--- src/rtl/pushall_pkg.sv ---
package pushall_pkg;

  typedef enum logic [1:0] {
    FC_NONE    = 2'd0,
    FC_UD      = 2'd1,
    FC_GP      = 2'd2,
    FC_NOMATCH = 2'd3
  } fault_e;

  typedef enum logic [1:0] {
    VD_PASS,
    VD_FAULT,
    VD_HALT
  } verdict_e;

  typedef enum logic [2:0] {
    ST_IDLE,
    ST_CHECK,
    ST_LOAD,
    ST_WRITE,
    ST_COMMIT,
    ST_FAULT,
    ST_HALT
  } state_e;

  typedef struct packed {
    logic [7:0] opcode;
    logic       op32;
    logic       mode64;
    logic       real_m;
    logic       v86;
    logic       lock;
  } cmd_t;

endpackage

--- src/rtl/pushall_precheck.sv ---
module pushall_precheck
  import pushall_pkg::*;
#(
  parameter int         DATA_W = 32,
  parameter logic [7:0] OPCODE = 8'h60
) (
  input  cmd_t              cmd,
  input  logic [DATA_W-1:0] sp,
  output verdict_e          verdict,
  output fault_e            code
);

  logic [DATA_W-1:0] sp_eff;
  logic              gp_hit;
  logic              halt_hit;

  // effective pointer: 16-bit operand size looks at the low half only
  assign sp_eff = cmd.op32 ? sp : {{(DATA_W-16){1'b0}}, sp[15:0]};

  always_comb begin
    gp_hit = 1'b0;
    for (int v = 7; v <= 15; v += 2) begin
      if (sp_eff == DATA_W'(v)) gp_hit = 1'b1;
    end
    halt_hit = 1'b0;
    for (int v = 1; v <= 5; v += 2) begin
      if (sp_eff == DATA_W'(v)) halt_hit = 1'b1;
    end
  end

  // ranked screening, highest first
  always_comb begin
    verdict = VD_PASS;
    code    = FC_NONE;
    if (cmd.opcode != OPCODE) begin
      verdict = VD_FAULT;
      code    = FC_NOMATCH;
    end else if (cmd.mode64 || cmd.lock) begin
      verdict = VD_FAULT;
      code    = FC_UD;
    end else if ((cmd.real_m || cmd.v86) && gp_hit) begin
      verdict = VD_FAULT;
      code    = FC_GP;
    end else if (cmd.real_m && halt_hit) begin
      verdict = VD_HALT;
      code    = FC_NONE;
    end
  end

endmodule

--- src/rtl/pushall_addr.sv ---
module pushall_addr #(
  parameter  int DATA_W   = 32,
  parameter  int NUM_REGS = 8,
  localparam int IDX_W    = $clog2(NUM_REGS)
) (
  input  logic [DATA_W-1:0] sp0,
  input  logic              op32,
  input  logic [IDX_W-1:0]  slot,
  output logic [DATA_W-1:0] addr,
  output logic [DATA_W-1:0] sp_final
);

  localparam int HALF = 16;

  logic [DATA_W-1:0] step_off;
  logic [DATA_W-1:0] total_off;
  logic [HALF-1:0]   lo_addr;
  logic [HALF-1:0]   lo_final;

  // slot k sits (k+1) slots below the starting pointer
  assign step_off  = (DATA_W'(slot) + DATA_W'(1)) << (op32 ? 2 : 1);
  assign total_off = DATA_W'(NUM_REGS) << (op32 ? 2 : 1);

  assign lo_addr  = sp0[HALF-1:0] - step_off[HALF-1:0];
  assign lo_final = sp0[HALF-1:0] - total_off[HALF-1:0];

  assign addr     = op32 ? (sp0 - step_off)
                         : {{(DATA_W-HALF){1'b0}}, lo_addr};
  assign sp_final = op32 ? (sp0 - total_off)
                         : {sp0[DATA_W-1:HALF], lo_final};

endmodule

--- src/rtl/pushall_wrport.sv ---
module pushall_wrport #(
  parameter  int DATA_W = 32,
  localparam int BE_W   = DATA_W / 8
) (
  input  logic              clk,
  input  logic              rst_n,
  input  logic              load,
  input  logic              op32,
  input  logic [DATA_W-1:0] data_in,
  input  logic [DATA_W-1:0] addr_in,
  input  logic              mem_ready,
  output logic              mem_valid,
  output logic [DATA_W-1:0] mem_addr,
  output logic [DATA_W-1:0] mem_data,
  output logic [BE_W-1:0]   mem_be,
  output logic              accepted
);

  logic [BE_W-1:0] be_half;

  // lane mask for a 16-bit beat: the two lowest byte lanes
  for (genvar b = 0; b < BE_W; b++) begin : g_lane
    assign be_half[b] = (b < 2);
  end

  assign accepted = mem_valid && mem_ready;

  always_ff @(posedge clk) begin
    if (!rst_n) begin
      mem_valid <= 1'b0;
      mem_addr  <= '0;
      mem_data  <= '0;
      mem_be    <= '0;
    end else if (load) begin
      mem_valid <= 1'b1;
      mem_addr  <= addr_in;
      mem_data  <= op32 ? data_in : {{(DATA_W-16){1'b0}}, data_in[15:0]};
      mem_be    <= op32 ? {BE_W{1'b1}} : be_half;
    end else if (accepted) begin
      mem_valid <= 1'b0;
    end
  end

endmodule

--- src/rtl/pushall_ctrl.sv ---
module pushall_ctrl
  import pushall_pkg::*;
#(
  parameter  int NUM_REGS = 8,
  localparam int IDX_W    = $clog2(NUM_REGS)
) (
  input  logic             clk,
  input  logic             rst_n,
  input  logic             start_valid,
  output logic             start_ready,
  output logic             capture,
  input  verdict_e         verdict,
  input  fault_e           verdict_code,
  output logic             load,
  input  logic             accepted,
  output logic [IDX_W-1:0] slot,
  output logic             done,
  output logic             fault,
  output fault_e           fault_code,
  output logic             shutdown
);

  localparam logic [IDX_W-1:0] LAST = IDX_W'(NUM_REGS - 1);

  state_e st, st_nx;

  always_comb begin
    st_nx = st;
    unique case (st)
      ST_IDLE:   if (start_valid) st_nx = ST_CHECK;
      ST_CHECK: begin
        unique case (verdict)
          VD_FAULT: st_nx = ST_FAULT;
          VD_HALT:  st_nx = ST_HALT;
          default:  st_nx = ST_LOAD;
        endcase
      end
      ST_LOAD:   st_nx = ST_WRITE;
      ST_WRITE:  if (accepted) st_nx = (slot == LAST) ? ST_COMMIT : ST_LOAD;
      ST_COMMIT: st_nx = ST_IDLE;
      ST_FAULT:  st_nx = ST_IDLE;
      ST_HALT:   st_nx = ST_HALT;
      default:   st_nx = ST_IDLE;
    endcase
  end

  always_ff @(posedge clk) begin
    if (!rst_n) begin
      st         <= ST_IDLE;
      slot       <= '0;
      fault_code <= FC_NONE;
    end else begin
      st <= st_nx;
      if (st == ST_CHECK) begin
        fault_code <= verdict_code;
        slot       <= '0;
      end
      if (st == ST_WRITE && accepted && slot != LAST) slot <= slot + 1'b1;
    end
  end

  assign start_ready = (st == ST_IDLE);
  assign capture     = start_valid && start_ready;
  assign load        = (st == ST_LOAD);
  assign done        = (st == ST_COMMIT);
  assign fault       = (st == ST_FAULT);
  assign shutdown    = (st == ST_HALT);

endmodule

--- src/rtl/pushall_seq.sv ---
module pushall_seq
  import pushall_pkg::*;
#(
  parameter  int         DATA_W   = 32,
  parameter  int         NUM_REGS = 8,
  parameter  int         SP_SLOT  = 4,
  parameter  logic [7:0] OPCODE   = 8'h60,
  localparam int         IDX_W    = $clog2(NUM_REGS),
  localparam int         BE_W     = DATA_W / 8
) (
  input  logic              clk,
  input  logic              rst_n,
  input  logic              start_valid,
  output logic              start_ready,
  input  logic [7:0]        cmd_opcode,
  input  logic              cmd_op32,
  input  logic              cmd_mode64,
  input  logic              cmd_real,
  input  logic              cmd_v86,
  input  logic              cmd_lock,
  input  logic [DATA_W-1:0] sp_in,
  output logic [IDX_W-1:0]  rf_rd_idx,
  input  logic [DATA_W-1:0] rf_rd_data,
  output logic              mem_valid,
  input  logic              mem_ready,
  output logic [DATA_W-1:0] mem_addr,
  output logic [DATA_W-1:0] mem_data,
  output logic [BE_W-1:0]   mem_be,
  output logic              sp_we,
  output logic [DATA_W-1:0] sp_wdata,
  output logic              done,
  output logic              fault,
  output logic [1:0]        fault_code,
  output logic              shutdown
);

  cmd_t              cmd_q;
  logic [DATA_W-1:0] sp0_q;
  logic              capture;
  logic              load;
  logic              accepted;
  logic [IDX_W-1:0]  slot;
  verdict_e          verdict;
  fault_e            verdict_code;
  fault_e            fc_q;
  logic [DATA_W-1:0] slot_addr;
  logic [DATA_W-1:0] slot_data;

  // command and pointer snapshot taken at acceptance
  always_ff @(posedge clk) begin
    if (!rst_n) begin
      cmd_q <= '0;
      sp0_q <= '0;
    end else if (capture) begin
      cmd_q <= '{opcode: cmd_opcode, op32: cmd_op32, mode64: cmd_mode64,
                 real_m: cmd_real, v86: cmd_v86, lock: cmd_lock};
      sp0_q <= sp_in;
    end
  end

  pushall_precheck #(.DATA_W(DATA_W), .OPCODE(OPCODE)) u_check (
    .cmd     (cmd_q),
    .sp      (sp0_q),
    .verdict (verdict),
    .code    (verdict_code)
  );

  pushall_ctrl #(.NUM_REGS(NUM_REGS)) u_ctrl (
    .clk          (clk),
    .rst_n        (rst_n),
    .start_valid  (start_valid),
    .start_ready  (start_ready),
    .capture      (capture),
    .verdict      (verdict),
    .verdict_code (verdict_code),
    .load         (load),
    .accepted     (accepted),
    .slot         (slot),
    .done         (done),
    .fault        (fault),
    .fault_code   (fc_q),
    .shutdown     (shutdown)
  );

  pushall_addr #(.DATA_W(DATA_W), .NUM_REGS(NUM_REGS)) u_addr (
    .sp0      (sp0_q),
    .op32     (cmd_q.op32),
    .slot     (slot),
    .addr     (slot_addr),
    .sp_final (sp_wdata)
  );

  // the pointer slot carries the snapshot, every other slot the register file
  assign rf_rd_idx = slot;
  assign slot_data = (slot == IDX_W'(SP_SLOT)) ? sp0_q : rf_rd_data;

  pushall_wrport #(.DATA_W(DATA_W)) u_wr (
    .clk       (clk),
    .rst_n     (rst_n),
    .load      (load),
    .op32      (cmd_q.op32),
    .data_in   (slot_data),
    .addr_in   (slot_addr),
    .mem_ready (mem_ready),
    .mem_valid (mem_valid),
    .mem_addr  (mem_addr),
    .mem_data  (mem_data),
    .mem_be    (mem_be),
    .accepted  (accepted)
  );

  assign sp_we      = done;
  assign fault_code = fault ? fc_q : FC_NONE;

endmodule

--- config.mk ---
export PLATFORM = sky130hd
export DESIGN_NAME = pushall_seq
export DESIGN_NICKNAME = d
export VERILOG_FILES = /design/src/rtl/pushall_pkg.sv /design/src/rtl/pushall_precheck.sv /design/src/rtl/pushall_addr.sv /design/src/rtl/pushall_wrport.sv /design/src/rtl/pushall_ctrl.sv /design/src/rtl/pushall_seq.sv
export SDC_FILE = /design/constraint.sdc
export NUM_CORES = 1
export LEC_CHECK = 0
export CAP_MARGIN = 20
export CORE_ASPECT_RATIO = 1.75
export CORE_MARGIN = 10
export CORE_UTILIZATION = 50
export CTS_BUF_LIST = sky130_fd_sc_hd__clkbuf_16
export DETAILED_ROUTE_END_ITERATION = 10
export PLACE_DENSITY = 0.95
export SETUP_SLACK_MARGIN = 0.1
export SYNTH_ARGS = -nofsm -noshare
export SYNTH_HDL_FRONTEND = slang
export SYNTH_SLANG_ARGS = --single-unit
--- constraint.sdc ---
create_clock -name clk -period 8.5 [get_ports clk]
set_input_delay 1.275 -clock clk [delete_from_list [all_inputs] [get_ports clk]]
set_output_delay 1.275 -clock clk [all_outputs]
set_load 0.01 [all_outputs]
======== Word level (Yosys, flattened, before mapping) ========
Index checks and enable logic that the tools add are counted.
operators by class
  add/sub/neg operators ................... 6
  multiply operators ...................... 0
  div/mod/pow operators ................... 0
  magnitude comparators ................... 0
  eq/ne operators ......................... 22
  shift-type cells ........................ 2
  muxes and demuxes ....................... 32
  bitwise operators ....................... 0
  reduce and logical (&&, ||, !) cells .... 12
operators with widths
  kind                     number
  $mux W32                 5
  $eq A32 B4 Y1 const B    4
  $eq A32 B3 Y1 const B    2
  $sub A32 B32 Y32         2
  $eq A32 B1 Y1 const B    1
  $eq A32 B2 Y1 const B    1
  $shl A32 B32 Y32         1
  $shl A4 B32 Y32 const A  1
  $sub A16 B16 Y16         2
  $mux W2                  9
  $eq A3 B3 Y1 const B     5
  $mux W3                  5
  $pmux W3 S5              1
  $mux W1                  10
  $ne A8 B7 Y1 const B     1
  $eq A3 B2 Y1 const B     2
  $logic_and A1 B1 Y1      6
  $pmux W3 S2              1
  $add A3 B1 Y4 const B    1
  $mux W4                  1
  $reduce_bool A2 Y1       2
  $add A3 B1 Y3 const B    1
  $eq A3 B1 Y1 const B     1
  $logic_not A3 Y1         1
  7 further kinds          8
storage, ports and cells
  register bits after elaboration ......... 122
  latch bits .............................. 0
  RAM bits ................................ 0
  memory bits (read-only) ................. 0
  input port bits ......................... 81
  output and inout port bits .............. 111
  memories kept ........................... 0

======== Logic depth before layout (Yosys ltp) ========
  depth after elaboration ................. 14
  depth in mapped cells ................... 12

======== Hierarchy ========
A second synthesis with hierarchy kept.
second synthesis, totals
  cell total of the unflattened synthesis .. 736
  area, all modules ....................... 6954.2 um^2
modules (own cells, without submodules)
  module            times used  cells each  area an instance (um^2)  seq. area each (um^2)
  pushall_wrport    1           238         2582.5                   1341.3
  pushall_seq       1           183         2115.8                   900.9
  pushall_addr      1           234         1550.2                   0.0
  pushall_ctrl      1           57          520.5                    160.2
  pushall_precheck  1           24          185.2                    0.0

======== Worst setup path after synthesis ========
OpenSTA, ideal clock, no wires.
  path type ............................... register to output
  from .................................... register cmd_q[4] in the netlist's numbering
  to ...................................... output port sp_wdata[18]
  arrival ................................. 2207 ps
  data required time ...................... 7225 ps
  slack ................................... 5018 ps
  cell stages (with the launch flop) ...... 8
  path buffers ............................ 0
  path through ............................ dfxtp_1 -> clkinv_1 -> ha_1 -> o21a_1 -> nor4_2 -> nand2_1 -> nor4_1 -> xor2_1
between the ends
  cells in the longest elaborated chain, start to end .. 4
ends and longest elaborated chain
  item                      RTL line            text
  start: declaration        pushall_seq.sv:37   cmd_t cmd_q;
  start signal: assignment  pushall_seq.sv:55   cmd_q <= '{opcode: cmd_opcode, op32: cmd_op32, mode64: cmd_mode64,
  $mux W2                   pushall_addr.sv:22  assign total_off = DATA_W'(NUM_REGS) << (op32 ? 2 : 1);
  $shl A4 B32 Y32           pushall_addr.sv:22
  $sub A32 B32 Y32          pushall_addr.sv:29  assign sp_final = op32 ? (sp0 - total_off)
  $mux W32 (*)              pushall_addr.sv:29
  end: declaration          pushall_seq.sv:30   output logic [DATA_W-1:0] sp_wdata,
Every way passes the cells marked *; elsewhere a longest branch is shown, timed or not.

======== Worst setup path after layout ========
  from .................................... register cmd_q[4] in the netlist's numbering
  to ...................................... output port sp_wdata[28]
Same word-level chain as after synthesis.

==> flow_metrics.env <==
export IMPL_overflow=0
export IMPL_grt_pass1_vias=6453
export IMPL_multi_input_comb_area_um2=3550
export IMPL_hold_viol_final=0
export IMPL_ys_flop_type="dfxtp_1"
export IMPL_fin_area_um2=8770
export IMPL_cts_buffers=17
export IMPL_end_kind="primary output"
export IMPL_viasPerCell=5.82
export IMPL_cts_path_max_buffers=2
export IMPL_cts_resized=0
export IMPL_maxCapViolCount=0
export IMPL_dpl_hpwl_um=15500
export IMPL_num_vias=6509
export IMPL_synth_cells=792
export IMPL_first_iter_violations=445
export IMPL_clk_latency_ps=410
export IMPL_routed_wl_um=21700
export IMPL_power_mw=1.67
export IMPL_fin_tns_setup_ps=0
export IMPL_crit_fanout=15
export IMPL_die_h_um=169
export IMPL_grt_max_degree=62
export IMPL_io_buffers=191
export IMPL_fill_cells=947
export IMPL_syn_num_nets=888
export IMPL_ios=192
export IMPL_leakagePower_nw=3.37
export IMPL_rows=54
export IMPL_critPathArrivalTime_ps=4220
export IMPL_ys_seq_elements=120
export IMPL_ctsHtreeMaxLevel=4
export IMPL_drt_pass1_iter_count=5
export IMPL_gp_congestion=0.865
export IMPL_n_antenna_cell=0
export IMPL_grt_use_total_pct=23.5
export IMPL_cp_data_required_time_ps=7220
export IMPL_seq_area_frac_synth_pct=38.1
export IMPL_syn_area_um2=6310
export IMPL_async_flop_share_pct=0
export IMPL_synth_largest_area_cell="dfxtp_1"
export IMPL_cts_hold_buf=0
export IMPL_dieWidth_um=105
export IMPL_min_path_type="flip-flop to flip-flop"
export IMPL_synth_edf_count=0
export IMPL_worstSetupStartpointType="flip-flop"
export IMPL_grt_pass1_wl_um=33900
export IMPL_clkTransAtPathRegs_ps=50
export IMPL_worst_slew_pin_slew_ps=1120
export IMPL_synth_cell_types=65
export IMPL_syn_avg_cell_area_um2=7.97
export IMPL_initial_utilization_pct=50.7
export IMPL_period_share_pct=64.6
export IMPL_power_density_nw_per_um2=191
export IMPL_placed_cell_area_um2=8150
export IMPL_ant_nets=0
export IMPL_setup_viol=0
export IMPL_fin_crit_ps=5490
export IMPL_post_synth_top_count_cell="nand2_1"
export IMPL_clock_sinks=120
export IMPL_synth_top_area_share_pct=38.1
export IMPL_syn2layout_area_growth_pct=39.1
export IMPL_grt_antenna_before_repair=0
export IMPL_critPathKind="flip-flop to primary output"
export IMPL_status="finished, final reports clean"
export IMPL_core_area_um2=12400
export IMPL_cts_tree="yes"
export IMPL_max_clock_freq_mhz=182
export IMPL_vdd_drop_max_uv=150
export IMPL_finalMaxSlewViolations=0
export IMPL_cts_root_buf="clkbuf_16"
export IMPL_rsz0062_at_grt="no"
export IMPL_fin_skew_ps=8.99
export IMPL_yosysWarnings=0
export IMPL_nets=1034
export IMPL_synthTopCellsByCount="nand2_1, dfxtp_1, nor2_1, a21oi_1, clkbuf_1"
export IMPL_slew_headroom_pct=25.1
export IMPL_drc=0
export IMPL_die_area_um2=17700
export IMPL_cts_setup_buffers=0
export IMPL_seqCellArea_um2=2400
export IMPL_wire_per_inst_um=19.4
export IMPL_synth_area_leaders="dfxtp_1, nand2_1, a21oi_1, nor2_1, xor2_1"
export IMPL_drive_above_1_share_pct=6.74
-- stage by stage --
step | std cells | hold slack (ps) | setup WS (ps) | utilization (%)
2_1_floorplan | 792 | 436 | 5020 | -
3_3_place_gp | 1085 | 437 | 3890 | 65.5
3_5_place_dp | 1086 | 447 | 3660 | 65.5
4_1_cts | 1117 | 453 | 3100 | 70.5
5_1_grt | 1118 | 481 | 2800 | 70.6
6_report | 1118 | 453 | 3010 | 70.6
-- worst paths after layout --
| check | cells past startpoint | to | slack, ps | startpoint |
|---|---|---|---|---|
| min | 2 | u_wr.mem_addr[4] | 450 | u_wr.mem_addr[4] |
| min reg2reg | 2 | u_wr.mem_addr[4] | 450 | u_wr.mem_addr[4] |
| max reg2reg | 8 | u_wr.mem_addr[18] | 5060 | u_ctrl.slot[2] |
| max | 8 | sp_wdata[28] | 3010 | cmd_q[4] |
-- power breakdown --
part	internal (mW)	switching (mW)	leakage (nW)
combinational	0.146	0.157	2.08
clock	0.511	0.246	0.317
sequential	0.579	0.0348	0.974
total	1.24	0.438	3.37
-- per-layer routing --
metal | global-route usage [%] | part of all wire [%] | routed length (um) | up-vias
li1 | - | - | - | 3047
met5 | 0 | 0 | 0 | -
met4 | 15.5 | 6.3 | 1360 | 0
met1 | 24.1 | 36 | 7730 | 3078
met2 | 40.7 | 51 | 11000 | 304
met3 | 6.50 | 7.5 | 1620 | 80
-- flip-flops by register name (all words and copies together), names as in the netlist --
name,flops
sp0_q,32
u_wr.mem_addr,32
u_wr.mem_data,32
cmd_q,13
u_ctrl.slot,3
u_ctrl.st,3
u_ctrl.fault_code,2
u_wr.mem_be,2
u_wr.mem_valid,1
-- worst max-delay path, stage by stage, from the launching register on --
cell	delay, ps
dfxtp_1	660
clkinv_1	390
ha_1	400
o21a_1	160
nor4_2	500
nand2_1	460
nor4_1	460
xnor2_1	190
clkdlybuf4s50_1	590
-- cell usage in the layout, fill, tap and decap left out, types with 9 or more instances in the layout --
master	synthesis	routed
dfxtp_1	120	120
xnor2_1	18	18
nor2_1	83	83
nor4_1	9	9
inv_1	8	11
a21oi_1	71	71
nand3_1	36	36
nand2_1	148	148
clkdlybuf4s50_1	0	191
clkbuf_16	0	17
o21ai_0	22	22
xor2_1	21	21
nor3_1	18	18
mux2_2	15	15
ha_1	14	14
a22oi_1	17	17
a311oi_1	16	16
-- kinds of logic (layout without fill, tap and decap cells) --
family	Yosys count	in the layout	share of synthesized area [%]
and+or+nand+nor	358	358	28.1
AOI/OAI and AO/OA	157	157	15.7
DFF	120	120	38.1
buffers and inverters	79	237	5.77
xor gates and xnor gates	39	39	5.41
muxes	22	22	3.79
adders and majority gates	15	15	3.09
other	2	2	0.119
-- cell type report --
type / count / area share, %
Multi-Input combinational cell: 593 / 40.5
Sequential cell: 120 / 27.4
Timing Repair Buffer: 197 / 22.3
Clock buffer: 17 / 4.85
Tap cell: 168 / 2.40
Clock inverter: 14 / 2.18
Inverter: 9 / 0.399
Note: power is estimated with default switching activity, not from simulation.
